[src/rtl/pdt_pkg.sv]
// Shared sizing for the periodic tick divider pair.
// Assumes: all channels use the same counter width; only the last channel
// has a selectable short period.
package pdt_pkg;
    localparam int CNT_W      = 14;   // counter stages per channel
    localparam int HI_STAGES  = 4;    // stages zeroed by the upper clear
    localparam int LOW_W      = CNT_W - HI_STAGES;
    localparam int FAST_BITS  = 12;   // short period: carry out of bit FAST_BITS-1
    localparam int PRE_W      = 7;    // main/128 prescaler width
    localparam int NCH        = 2;    // channel count
endpackage

[src/rtl/pdt_prescaler.sv]
// Free-running prescaler: emits a one-cycle pulse on every 2**W-th
// enabled tick, counted from reset.
// Assumes: tick_i is a synchronous enable sampled at clk.
module pdt_prescaler #(
    parameter int W = 7
) (
    input  logic clk,
    input  logic rst_n,
    input  logic tick_i,
    output logic pulse_o
);
    logic [W-1:0] cnt_q;

    // Count enabled ticks, wrapping at 2**W.
    always_ff @(posedge clk) begin
        if (!rst_n)      cnt_q <= '0;
        else if (tick_i) cnt_q <= cnt_q + W'(1);
    end

    // The pulse marks the tick that completes a full prescaler cycle.
    assign pulse_o = tick_i & (&cnt_q);

    // two prescaled pulses can never be adjacent.
    a_r7_pulse_spacing: assert property (@(posedge clk) disable iff (!rst_n)
        pulse_o |=> !pulse_o);
endmodule

[src/rtl/pdt_counter.sv]
// One divider stage: a CNT_W-bit up-counter with an upper-stage clear and
// an event output taken either at full wrap or at the carry out of the
// low FAST_BITS stages.
// Assumes: en_i, clr_hi_i and fast_sel_i are synchronous to clk.
module pdt_counter #(
    parameter int CNT_W     = 14,
    parameter int HI_STAGES = 4,
    parameter int FAST_BITS = 12
) (
    input  logic             clk,
    input  logic             rst_n,
    input  logic             en_i,
    input  logic             clr_hi_i,
    input  logic             fast_sel_i,
    output logic [CNT_W-1:0] cnt_o,
    output logic             evt_o
);
    localparam int LOW_W = CNT_W - HI_STAGES;

    logic [CNT_W-1:0] cnt_q;
    logic [CNT_W-1:0] inc;
    logic [CNT_W-1:0] cnt_d;
    logic             full_hit;
    logic             fast_hit;

    // Next count: increment, then zero the upper stages when clearing.
    always_comb begin
        inc   = cnt_q + CNT_W'(en_i);
        cnt_d = inc;
        if (clr_hi_i) cnt_d = {{HI_STAGES{1'b0}}, inc[LOW_W-1:0]};
    end

    // Counter register.
    always_ff @(posedge clk) begin
        if (!rst_n) cnt_q <= '0;
        else        cnt_q <= cnt_d;
    end

    // Event decision from the pre-clear count.
    assign full_hit = &cnt_q;
    assign fast_hit = &cnt_q[FAST_BITS-1:0];
    assign evt_o    = en_i & (fast_sel_i ? fast_hit : full_hit);
    assign cnt_o    = cnt_q;

    // without a clear the count moves by the tick enable only.
    a_r2_advance: assert property (@(posedge clk) disable iff (!rst_n)
        !clr_hi_i |=> cnt_q == CNT_W'($past(cnt_q) + CNT_W'($past(en_i))));
    // upper stages are zero after a clear.
    a_r6_upper_zero: assert property (@(posedge clk) disable iff (!rst_n)
        clr_hi_i |=> cnt_q[CNT_W-1:LOW_W] == '0);
    // lower stages keep counting through a clear.
    a_r6_lower_kept: assert property (@(posedge clk) disable iff (!rst_n)
        clr_hi_i |=> cnt_q[LOW_W-1:0] ==
            LOW_W'($past(cnt_q[LOW_W-1:0]) + LOW_W'($past(en_i))));
    // a full-period event leaves the counter at zero.
    a_r3_evt_wraps: assert property (@(posedge clk) disable iff (!rst_n)
        evt_o && !fast_sel_i |=> cnt_q == '0);
endmodule

[src/rtl/pdt_event.sv]
// Sticky event flag with enable-gated interrupt and hold-release requests.
// Assumes: evt_i is a single-cycle strobe; a set beats a clear at the same edge.
module pdt_event (
    input  logic clk,
    input  logic rst_n,
    input  logic evt_i,
    input  logic flag_clr_i,
    input  logic irq_en_i,
    input  logic hold_en_i,
    output logic flag_o,
    output logic irq_o,
    output logic hold_o
);
    logic flag_q;

    // Flag register: set wins, then clear, else hold.
    always_ff @(posedge clk) begin
        if (!rst_n)          flag_q <= 1'b0;
        else if (evt_i)      flag_q <= 1'b1;
        else if (flag_clr_i) flag_q <= 1'b0;
    end

    // Requests follow the flag through their enables.
    assign flag_o = flag_q;
    assign irq_o  = flag_q & irq_en_i;
    assign hold_o = flag_q & hold_en_i;

    // an event always leaves the flag set.
    a_r3_set: assert property (@(posedge clk) disable iff (!rst_n)
        evt_i |=> flag_q);
    // a clear without an event drops the flag.
    a_r4_clear: assert property (@(posedge clk) disable iff (!rst_n)
        flag_clr_i && !evt_i |=> !flag_q);
    // the flag is sticky with no event and no clear.
    a_r3_sticky: assert property (@(posedge clk) disable iff (!rst_n)
        !evt_i && !flag_clr_i |=> flag_q == $past(flag_q));
endmodule

[src/rtl/pdt_timer_pair.sv]
// Two periodic tick dividers. Channel 0 counts main ticks. Channel 1 counts
// either sub-clock ticks (dual mode) or main ticks divided by 2**PRE_W,
// with a selectable short or long event period.
// Assumes: every input is synchronous to clk; reset is synchronous, active low.
module pdt_timer_pair
    import pdt_pkg::*;
(
    input  logic             clk,
    input  logic             rst_n,
    input  logic             main_tick_i,
    input  logic             sub_tick_i,
    input  logic             dual_mode_i,
    input  logic             psel_we_i,
    input  logic             psel_d_i,
    input  logic [NCH-1:0]   clr_hi_i,
    input  logic [NCH-1:0]   flag_clr_i,
    input  logic [NCH-1:0]   irq_en_i,
    input  logic [NCH-1:0]   hold_en_i,
    output logic [CNT_W-1:0] cnt0_o,
    output logic [CNT_W-1:0] cnt1_o,
    output logic [NCH-1:0]   evt_flag_o,
    output logic [NCH-1:0]   irq_req_o,
    output logic [NCH-1:0]   hold_rel_o
);
    logic             psel_q;
    logic             pre_pulse;
    logic [CNT_W-1:0] cnt_w [NCH];
    logic [NCH-1:0]   evt_w;

    // Period select register for the last channel.
    always_ff @(posedge clk) begin
        if (!rst_n)         psel_q <= 1'b0;
        else if (psel_we_i) psel_q <= psel_d_i;
    end

    pdt_prescaler #(.W(PRE_W)) u_pre (
        .clk     (clk),
        .rst_n   (rst_n),
        .tick_i  (main_tick_i),
        .pulse_o (pre_pulse)
    );

    for (genvar g = 0; g < NCH; g++) begin : g_ch
        logic tick;
        logic fast;
        if (g == 0) begin : g_main
            assign tick = main_tick_i;
            assign fast = 1'b0;
        end else begin : g_sub
            assign tick = dual_mode_i ? sub_tick_i : pre_pulse;
            assign fast = psel_q;
        end

        pdt_counter #(
            .CNT_W     (CNT_W),
            .HI_STAGES (HI_STAGES),
            .FAST_BITS (FAST_BITS)
        ) u_cnt (
            .clk        (clk),
            .rst_n      (rst_n),
            .en_i       (tick),
            .clr_hi_i   (clr_hi_i[g]),
            .fast_sel_i (fast),
            .cnt_o      (cnt_w[g]),
            .evt_o      (evt_w[g])
        );

        pdt_event u_evt (
            .clk        (clk),
            .rst_n      (rst_n),
            .evt_i      (evt_w[g]),
            .flag_clr_i (flag_clr_i[g]),
            .irq_en_i   (irq_en_i[g]),
            .hold_en_i  (hold_en_i[g]),
            .flag_o     (evt_flag_o[g]),
            .irq_o      (irq_req_o[g]),
            .hold_o     (hold_rel_o[g])
        );

        // no request without a standing flag.
        a_r5_req_needs_flag: assert property (@(posedge clk) disable iff (!rst_n)
            (irq_req_o[g] || hold_rel_o[g]) |-> evt_flag_o[g]);
    end

    assign cnt0_o = cnt_w[0];
    assign cnt1_o = cnt_w[1];

    // a written select is held from the next edge.
    a_r8_psel_write: assert property (@(posedge clk) disable iff (!rst_n)
        psel_we_i |=> psel_q == $past(psel_d_i));
    // in dual mode counter 1 ignores main ticks.
    a_r7_dual_hold: assert property (@(posedge clk) disable iff (!rst_n)
        dual_mode_i && !sub_tick_i && !clr_hi_i[1] |=> $stable(cnt1_o));
endmodule

[config.mk]
export PLATFORM = sky130hd
export DESIGN_NAME = pdt_timer_pair
export DESIGN_NICKNAME = d
export VERILOG_FILES = /design/src/rtl/pdt_pkg.sv /design/src/rtl/pdt_prescaler.sv /design/src/rtl/pdt_counter.sv /design/src/rtl/pdt_event.sv /design/src/rtl/pdt_timer_pair.sv
export SDC_FILE = /design/constraint.sdc
export NUM_CORES = 1
export LEC_CHECK = 0
export CELL_PAD_IN_SITES_DETAIL_PLACEMENT = 1
export CELL_PAD_IN_SITES_GLOBAL_PLACEMENT = 1
export CORE_MARGIN = 2
export CORE_UTILIZATION = 30
export DETAILED_ROUTE_END_ITERATION = 6
export DONT_BUFFER_PORTS = 1
export PLACE_DENSITY_LB_ADDON = 0.1
export SYNTH_ARGS = -nofsm -noshare
export SYNTH_HDL_FRONTEND = slang
export SYNTH_SLANG_ARGS = --single-unit
[constraint.sdc]
create_clock -name clk -period 5.8 [get_ports clk]
set_input_delay 1.16 -clock clk [delete_from_list [all_inputs] [get_ports clk]]
set_output_delay 1.16 -clock clk [all_outputs]
set_load 0.05 [all_outputs]
# Yosys cells after proc, flatten, opt, wreduce, memory -nomap -nowiden

Index checks and enable logic that the tools add are counted.

Bits in registers: 38
Output and inout port bits: 34
Logic and storage cells: 33

Add/subtract/negate cells: 3
Muxes and demuxes: 6
Bitwise logic cells: 8
Reduce and logical (&&, ||, !) cells: 8

Operator list:

| kind                  | number |
|---|---|
| $add A14 B1 Y14       | 2 |
| $reduce_and A14 Y1    | 2 |
| $reduce_and A12 Y1    | 1 |
| $add A7 B1 Y7 const B | 1 |
| $and A1 B1 Y1         | 7 |
| $reduce_and A7 Y1     | 1 |
| $mux W1               | 6 |
| $reduce_bool A2 Y1    | 2 |
| $reduce_or A2 Y1      | 2 |
| $not A1 Y1            | 1 |

# Logic depth before layout (Yosys ltp)

Gate-level depths: netlist of run 1.

Depth after elaboration: 5
Mapped depth: 9
Mapped depth without buffers: 9

# Hierarchy

From an unflattened synthesis of run 1, not the netlist that was laid out.

Cell total of the unflattened synthesis: 178
Area total of the unflattened synthesis: 1,735.4 um^2

By module, submodules not included:

| module                       | instances | cells each | area an instance (um^2) | sequential area each (um^2) |
|---|---|---|---|---|
| pdt_counter at g_ch[1].u_cnt | 1         | 65         | 634.4                   | 280.3 |
| pdt_counter at g_ch[0].u_cnt | 1         | 65         | 626.9                   | 280.3 |
| pdt_prescaler                | 1         | 33         | 321.6                   | 140.1 |
| pdt_event                    | 2         | 5          | 48.8                    | 20.0 |
| pdt_timer_pair               | 1         | 5          | 55.1                    | 20.0 |

# Least setup slack after synthesis of run 1

OpenSTA, ideal clock, no wires.

Kind: in2out
Start point: input hold_en_i[0]
End point: output hold_rel_o[0]
Arrival time: 1,470 ps
Data required time: 4,640 ps
Slack: 3,170 ps
Stages: 2
Buffers on the path: 1
Path through: and2_1 > buf_4

Word-level cells in the longest chain between the ends: 1

RTL lines:

| what          | RTL line             | text |
|---|---|---|
| from (decl)   | pdt_timer_pair.sv:18 | `input logic [NCH-1:0] hold_en_i,` |
| $and A1 B1 Y1 | pdt_event.sv:26      | `assign hold_o = flag_q & hold_en_i;` |
| to (decl)     | pdt_timer_pair.sv:23 | `output logic [NCH-1:0] hold_rel_o` |

Every way passes these cells.

# Worst setup path in the final report of run 1

Start point: input irq_en_i[0]
End point: output irq_req_o[0]

Word-level cells in the longest chain between the ends: 1

RTL lines:

| what          | RTL line             | text |
|---|---|---|
| from (decl)   | pdt_timer_pair.sv:17 | `input logic [NCH-1:0] irq_en_i,` |
| $and A1 B1 Y1 | pdt_event.sv:25      | `assign irq_o = flag_q & irq_en_i;` |
| to (decl)     | pdt_timer_pair.sv:22 | `output logic [NCH-1:0] irq_req_o,` |

Every way passes these cells.

==> results of run 1 <==
[worst max-delay path by stage]
stage / depth (start not counted) / from / to / slack (ps)
after floorplan: 2 / hold_en_i[0] / hold_rel_o[0] / 3170
after global placement: 7 / main_tick_i / g_ch[1].u_cnt.cnt_o[13]$_SDFF_PP0_ / 3030
after detailed placement: 7 / main_tick_i / g_ch[1].u_cnt.cnt_o[13]$_SDFF_PP0_ / 2950
after CTS: 1 / irq_en_i[0] / irq_req_o[0] / 3050
after global routing: 1 / hold_en_i[1] / hold_rel_o[1] / 3040
final: 1 / irq_en_i[0] / irq_req_o[0] / 3060
[registers in the layout, summed over array words and instances, names as in the netlist]
signal             count
g_ch.u_evt.flag_o      2
u_pre.cnt_q            7
g_ch.u_cnt.cnt_o      28
g_ch.fast              1
[routing by layer]
| layer | up-vias | track usage | share of wire |
|---|---|---|---|
| met2 | 31 | 0.200 | 0.46 |
| met3 | 6 | 0.0600 | 0.085 |
| met5 | - | 0 | 0 |
| met4 | 0 | 0.0407 | 0.012 |
| li1 | 608 | - | - |
| met1 | 586 | 0.150 | 0.44 |
[power by group through the flow]
stage                     combinational, mW  sequential (mW)  clock (mW)
final                                0.0119            0.277       0.225
after global routing                 0.0138            0.278       0.242
after CTS                            0.0124            0.278       0.233
after detailed placement             0.0124            0.284           0
after global placement               0.0113            0.283           0
after floorplan                      0.0112            0.282           0
[cell usage after synthesis]
library cell,instances,area (µm²)
a32o_1,1,10.0
a21boi_1,2,15.0
nand3_1,8,40.0
dfxtp_1,38,761
nand3_4,1,17.5
nor4bb_1,1,10.0
clkbuf_1,5,18.8
nand3b_1,1,7.51
or3_1,2,12.5
and2_1,32,200
nand4_1,12,75.1
mux2i_1,2,20.0
buf_4,7,52.6
o21ai_0,2,10.0
nor2_1,7,26.3
nand2b_1,3,18.8
nor2b_1,3,18.8
xnor2_1,17,149
buf_2,1,5.00
and3_1,5,31.3
nand2_1,10,37.5
and4_1,7,61.3
buf_6,1,11.3
xor2_1,11,96.3
ha_1,5,62.6
a21oi_1,2,10.0
[final cells by class]
class	count	area (µm²)
fillers	699	3920
multi-input cells	134	930
flip-flops and latches	38	761
well taps	75	93.8
clock buffers	5	68.8
clock inverters	3	40.0
[logic make-up after synthesis]
logic type / count (synthesis) / share of synthesized area
compound gates: 7 / 0.0253
simple gates: 92 / 0.313
flops: 38 / 0.428
buf+inv: 14 / 0.0493
fa+ha+maj: 5 / 0.0352
mux: 2 / 0.0113
xor+xnor: 28 / 0.138
==> impl_metrics.ini, run 1 <==
[synthesis]
ys_ff_latch = 38
syn-instance-count = 186
syn_area_per_cell_um2 = 9.56
yosysWarnings = 0
synth_cell_types = 26
syn_area_um2 = 1780
synth_seq_area_share = 0.428
syn-num-nets = 206

[clocking]
clock-root-buffer = clkbuf_8
htree_levels = 2
post_cts_resized = 0
clkSinkCount = 38
hold_buffers = 0
cts_tree = done
cts_setup_buffers = 0
clock_latency_ps = 290
clkTransAtPathRegs_ps = 80
cts-buffers-inserted = 5
clk_path_buf_depth = 2

[min_path]
min_to = u_pre.cnt_q[5]$_SDFFE_PN0P_
holdPathStages = 2
hold_path.class = flip-flop to flip-flop
min-delay-start = u_pre.cnt_q[5]$_SDFFE_PN0P_

[routing]
drt_iter0_markers = 54
wl_mm = 3.82
viasPerCell = 4.83
drc = 0
vias = 1231
firstDrtPassIters = 4
post_drt_wl_per_cell_um = 15.0
ant_nets = 0

[die]
num_io_pins = 49
core_area_um2 = 5820
die_x_um = 81.0
initial_core_util = 0.306
rows = 28
die_y_um = 81.0
die-area_um2 = 6560

[final_layout]
drive_above_1_share = 0.0500
nNetsFinal = 199
final_cell_mix = dfxtp_1, and2_1, xnor2_1, nand4_1, xor2_1
syn2layout_area_growth_pct = 6.47
post-route-util = 0.326
antenna_cells = 0
final_cells = 255
final_common_cell = dfxtp_1
design_area_um2 = 1890

[power_and_ir_drop]
power.density_nw_per_um2 = 272
p_leak_nw = 0.717
p_sw_frac = 0.226
clkPwrFrac = 0.437
p_int_uw = 398
peakVddDrop_mv = 0.0886
seqPwrFrac = 0.539
p_comb_frac = 0.023
power.net_switching_uw = 116
p_total_uw = 514

[sta]
drv_slew = 0
slew_headroom = 0.460
fin_crit_ps = 2740
finClkSkew_ps = 3.56
setup_ws_ps = 3060
hold_violations = 0
rsz0062_at_grt = false
setup-tns-final_ps = 0
setup_violations = 0
worstMarginPinSlew_ps = 809
timing.hold.ws_ps = 526
fin_crit_sh = 0.473
timing.fmax_mhz = 365

[grt]
grt_max_degree = 34
grt_pass1_wl_mm = 6.33
grt_pass1_vias = 1303
antenna_found_initial = 0
gr-total-overflow = 0
track_usage = 0.126

[placement]
gp_congestion = 0.736
place_area_um2 = 1780
port-buffer-count = 0
pre_cts_slack_ps = 2950
dp.final_hpwl_mm = 2.81
dpl.cell_count = 247

[critical_path]
crit_chain = and2_1
crit_type = primary input to primary output
worst_path_largest_cell_delay_ps = 420
critPathBufInv = 0
path_delay_family = simple AND/OR/NAND/NOR gates
cp-start-kind = primary input
arrival_ps = 1580
cp_max_fo = 1
cp_slowest_cell = and2_1
r2r.worst_path.cells = 6
r2r_setup_slack_ps = 3560
end_kind = primary output
cp.required_ps = 4640
reg2reg_from = g_ch[0].u_cnt.cnt_o[0]$_SDFF_PN0_
reg2reg_to = g_ch[0].u_cnt.cnt_o[8]$_SDFF_PN0_

[outcome]
run_status = complete, no violations

[run]
maxCapViolations = 0
No activity file was read; power rests on OpenSTA's default activity.
==> run 2: changes to the inputs <==
- clock period: 5.8 -> 2.7 ns (I/O delays scaled with it)
==> impl_metrics.ini, run 2 (synthesized netlist as in run 1, its figures left out) <==
[clocking]
clock-root-buffer = clkbuf_8
hold_buffers = 0
htree_levels = 2
cts-buffers-inserted = 5
cts_tree = done
clk_path_buf_depth = 2
clkTransAtPathRegs_ps = 80
clock_latency_ps = 290
post_cts_resized = 0
cts_setup_buffers = 0
clkSinkCount = 38

[final_layout]
final_cell_mix = dfxtp_1, and2_1, xnor2_1, buf_4, nand4_1
largest_register_ffs = 28
antenna_cells = 0
drive_above_1_share = 0.113
syn2layout_area_growth_pct = 11.4
final_common_cell = dfxtp_1
nNetsFinal = 213

[sta]
finClkSkew_ps = 7.58
setup-tns-final_ps = 0
drv_slew = 0
timing.fmax_mhz = 459
rsz0062_at_grt = false
fin_crit_ps = 2180
timing.hold.ws_ps = 373
worstMarginPinSlew_ps = 791
slew_headroom = 0.472
hold_violations = 0
fin_crit_sh = 0.807
setup_violations = 0

[critical_path]
endpoint = g_ch[1].u_cnt.cnt_o[13]$_SDFF_PP0_
crit_chain = ha_1 > and3_1 > a32o_1 > ha_1 > and3_1 > nand3_4 > or3_1 > a21oi_1
r2r.worst_path.cells = 8
cp.required_ps = 2920
path_depth = 8
crit_type = flip-flop to flip-flop
critPathBufInv = 0
cp-start-kind = flip-flop
cp_slowest_cell = dfxtp_1
cp_max_fo = 6
path_delay_family = simple AND/OR/NAND/NOR gates
end_kind = flip-flop
reg2reg_from = u_pre.cnt_q[0]$_SDFFE_PN0P_
crit_path_start = u_pre.cnt_q[0]$_SDFFE_PN0P_
r2r_setup_slack_ps = 520
worst_path_largest_cell_delay_ps = 370
arrival_ps = 2390
reg2reg_to = g_ch[1].u_cnt.cnt_o[13]$_SDFF_PP0_

[die]
rows = 28
die_x_um = 81.0
num_io_pins = 49
core_area_um2 = 5820
die_y_um = 81.0
initial_core_util = 0.306
die-area_um2 = 6560

[placement]
dp.final_hpwl_mm = 2.96
gp_congestion = 0.789
port-buffer-count = 0

[min_path]
holdPathStages = 1
hold_path.class = primary input to flip-flop

[routing]
viasPerCell = 4.78
drt_iter0_markers = 55
ant_nets = 0
drc = 0
vias = 1286
post_drt_wl_per_cell_um = 14.6
wl_mm = 3.92
firstDrtPassIters = 3

[grt]
grt_pass1_vias = 1366
gr-total-overflow = 0
grt_max_degree = 34
grt_pass1_wl_mm = 6.53
antenna_found_initial = 0
track_usage = 0.132

[power_and_ir_drop]
p_leak_nw = 0.783
peakVddDrop_mv = 0.179
power.density_nw_per_um2 = 523

[outcome]
run_status = complete, no violations

[run]
maxCapViolations = 0
==> run 2: final cells by class <==
type | count | area, µm²
timing repair buffer | 14 | 105
clock buffer | 7 | 86.3
multi-input combinational | 134 | 930
fill | 700 | 3830
clock inverter | 1 | 5.00
tap | 75 | 93.8
sequential | 38 | 761
==> run 2: through the flow <==
| stage | setup WS, ps | total power [mW] | instance area [µm²] | cells | util |
|---|---|---|---|---|---|
| 5_1_grt | 331 | 1.09 | 1980 | 269 | 0.341 |
| 6_report | 521 | 1.04 | 1980 | 269 | 0.341 |
| 2_1_floorplan | 724 | 0.630 | 1780 | 186 | - |
| 4_1_cts | 482 | 1.06 | 1980 | 269 | 0.341 |
| 3_3_place_gp | 613 | 0.640 | 1890 | 261 | 0.325 |
| 3_5_place_dp | 490 | 0.643 | 1890 | 261 | 0.325 |
==> run 2: worst reg2reg max path: stages, from the launching register on <==
cell and delay, ps:
dfxtp_1 370, ha_1 180, and3_1 200, a32o_1 210, ha_1 180, and3_1 340
nand3_4 100, or3_1 370, a21oi_1 150
==> run 2: how the worst min path moves through the flow <==
stage                                start                                 to  slack (ps)
2_1_floorplan  u_pre.cnt_q[5]$_SDFFE_PN0P_        u_pre.cnt_q[5]$_SDFFE_PN0P_         450
3_3_place_gp   u_pre.cnt_q[5]$_SDFFE_PN0P_        u_pre.cnt_q[5]$_SDFFE_PN0P_         460
3_5_place_dp   u_pre.cnt_q[5]$_SDFFE_PN0P_        u_pre.cnt_q[5]$_SDFFE_PN0P_         510
4_1_cts                              rst_n  g_ch[0].u_cnt.cnt_o[6]$_SDFF_PN0_         360
5_1_grt                              rst_n        u_pre.cnt_q[2]$_SDFFE_PN0P_         350
6_report                             rst_n  g_ch[1].u_cnt.cnt_o[6]$_SDFF_PN0_         370
==> run 2: per-layer routing <==
| layer | share of wire | vias to the layer above | routed length, µm | global-route usage |
|---|---|---|---|---|
| li1 | - | 638 | - | - |
| met1 | 0.45 | 610 | 1780 | 0.157 |
| met4 | 0.019 | 0 | 76 | 0.0712 |
| met5 | 0 | - | 0 | 0 |
| met2 | 0.46 | 31 | 1800 | 0.210 |
| met3 | 0.068 | 7 | 265 | 0.0467 |
==> run 2: power breakdown <==
part | leakage [nW] | total [mW] | switching (mW) | internal, mW
clock | 0.0482 | 0.408 | 0.202 | 0.206
sequential | 0.307 | 0.578 | 0.00889 | 0.569
combinational | 0.427 | 0.0501 | 0.0304 | 0.0197
==> run 3: changes to the inputs <==
- clock period: 2.7 -> 2.21 ns (I/O delays scaled with it)
==> impl_metrics.ini, run 3 (synthesized netlist as in run 1, its figures left out) <==
[clocking]
cts-buffers-inserted = 5
clk_path_buf_depth = 2
clkTransAtPathRegs_ps = 80
cts_tree = done
clock-root-buffer = clkbuf_8
clkSinkCount = 38
htree_levels = 2
clock_latency_ps = 290
hold_buffers = 0

[routing]
ant_nets = 0
drc = 0
vias = 1340
wl_mm = 3.97
viasPerCell = 4.73
drt_iter0_markers = 33
firstDrtPassIters = 4
post_drt_wl_per_cell_um = 14.0

[placement]
pre_cts_slack_ps = 42.7
dp.final_hpwl_mm = 3.03
gp_congestion = 0.761
port-buffer-count = 0

[sta]
fin_crit_ps = 2110
worstMarginPinSlew_ps = 581
setup_violations = 0
timing.fmax_mhz = 474
rsz0062_at_grt = false
drv_slew = 0
finClkSkew_ps = 9.33
setup_ws_ps = 99.5
slew_headroom = 0.612
fin_crit_sh = 0.955
setup-tns-final_ps = 0
timing.hold.ws_ps = 269
hold_violations = 0

[power_and_ir_drop]
power.density_nw_per_um2 = 585
peakVddDrop_mv = 0.191
p_leak_nw = 0.859
p_comb_frac = 0.054
power.net_switching_uw = 288
clkPwrFrac = 0.370
seqPwrFrac = 0.577
p_int_uw = 933
p_sw_frac = 0.236

[critical_path]
r2r.worst_path.cells = 9
cp_slowest_cell = dfxtp_1
crit_chain = ha_1 > and3_1 > a32o_1 > ha_1 > ha_1 > and2_2 > nand4_1 > xor2_1 > nor2_1
cp-start-kind = flip-flop
r2r_setup_slack_ps = 100
critPathBufInv = 0
worst_path_most_repeated_cell = ha_1
arrival_ps = 2290
reg2reg_from = u_pre.cnt_q[0]$_SDFFE_PN0P_
end_kind = flip-flop
cp.required_ps = 2390
path_delay_family = adder cells
cp_max_fo = 5
crit_type = flip-flop to flip-flop
worst_path_largest_cell_delay_ps = 330
reg2reg_to = g_ch[1].u_cnt.cnt_o[12]$_SDFF_PP0_
crit_path_start = u_pre.cnt_q[0]$_SDFFE_PN0P_

[grt]
grt_pass1_wl_mm = 6.58
track_usage = 0.134
antenna_found_initial = 0
grt_pass1_vias = 1379
grt_max_degree = 34
gr-total-overflow = 0

[final_layout]
antenna_cells = 0
nNetsFinal = 228
largest_register_ffs = 28
drive_above_1_share = 0.188
final_cell_mix = dfxtp_1, and2_1, buf_4, xnor2_1, nand4_1
syn2layout_area_growth_pct = 17.4
final_common_cell = dfxtp_1

[min_path]
holdPathStages = 1
min_to = g_ch[1].u_cnt.cnt_o[2]$_SDFF_PN0_
hold_path.class = primary input to flip-flop
min-delay-start = rst_n

[outcome]
run_status = complete, no violations

[die]
die_x_um = 81.0
rows = 28
initial_core_util = 0.306
num_io_pins = 49
core_area_um2 = 5820
die-area_um2 = 6560
die_y_um = 81.0

[run]
maxCapViolations = 0
==> run 3: changes by cell type in the layout (fill, tap and decap cells not counted), sizes merged <==
cell    previous run  this run
clkbuf             7         5
buf               14        29
clkinv             1         2
==> run 3: worst max path at each step <==
stage	endpoint	slack, ps	depth (start not counted)
final	g_ch[1].u_cnt.cnt_o[12]$_SDFF_PP0_	100	9
after global placement	g_ch[1].u_cnt.cnt_o[13]$_SDFF_PP0_	160	8
after global routing	g_ch[1].u_cnt.cnt_o[6]$_SDFF_PN0_	6	9
after detailed placement	g_ch[1].u_cnt.cnt_o[13]$_SDFF_PP0_	40	8
after CTS	g_ch[1].u_cnt.cnt_o[13]$_SDFF_PP0_	30	8
after floorplan	g_ch[0].u_cnt.cnt_o[8]$_SDFF_PN0_	230	6
==> run 3: cell type report <==
| cell class | instances | area (µm²) |
|---|---|---|
| Tap cell | 75 | 93.8 |
| Clock buffer | 5 | 68.8 |
| Timing Repair Buffer | 29 | 218 |
| Fill cell | 699 | 3730 |
| Sequential cell | 38 | 761 |
| Clock inverter | 2 | 10.0 |
| Multi-Input combinational cell | 134 | 936 |
==> run 3: power by group through the flow <==
stage               combinational [mW]  sequential [mW]  clock (mW)
CTS                             0.0670            0.704       0.481
global placement                0.0642            0.720           0
detailed placement              0.0667            0.720           0
floorplan                       0.0293            0.741           0
global route                    0.0718            0.706       0.510
finish                          0.0655            0.704       0.451
==> run 3: metrics by stage <==
| stage | power [mW] | cells | utilization | area (µm²) |
|---|---|---|---|---|
| after global placement | 0.784 | 276 | 0.344 | 2000 |
| after detailed placement | 0.787 | 276 | 0.344 | 2000 |
| after global routing | 1.29 | 283 | 0.359 | 2090 |
| final | 1.22 | 283 | 0.359 | 2090 |
| after floorplan | 0.770 | 186 | - | 1780 |
| after CTS | 1.25 | 283 | 0.358 | 2080 |
==> run 3: worst reg2reg max path, cell delays in order (launching register included) <==
cell,delay (ps)
dfxtp_1,330
ha_1,220
and3_1,210
a32o_1,250
ha_1,210
ha_1,210
and2_2,230
nand4_1,110
xor2_1,180
nor2_1,60
==> run 3: routing by layer <==
layer  GRT usage  vias up  wire length (µm)
met5           0        -                 0
met4      0.0627        0                65
met3      0.0611        6               283
met2       0.207       36              1770
met1       0.157      630              1840
li1            -      668                 -
==> run 3: what timing repair did <==
action                                  CTS  global route
endpoints found under the setup margin    0             4
resized for setup                         0             3
hold endpoints to repair                  0             0
buffers inserted                          0             0
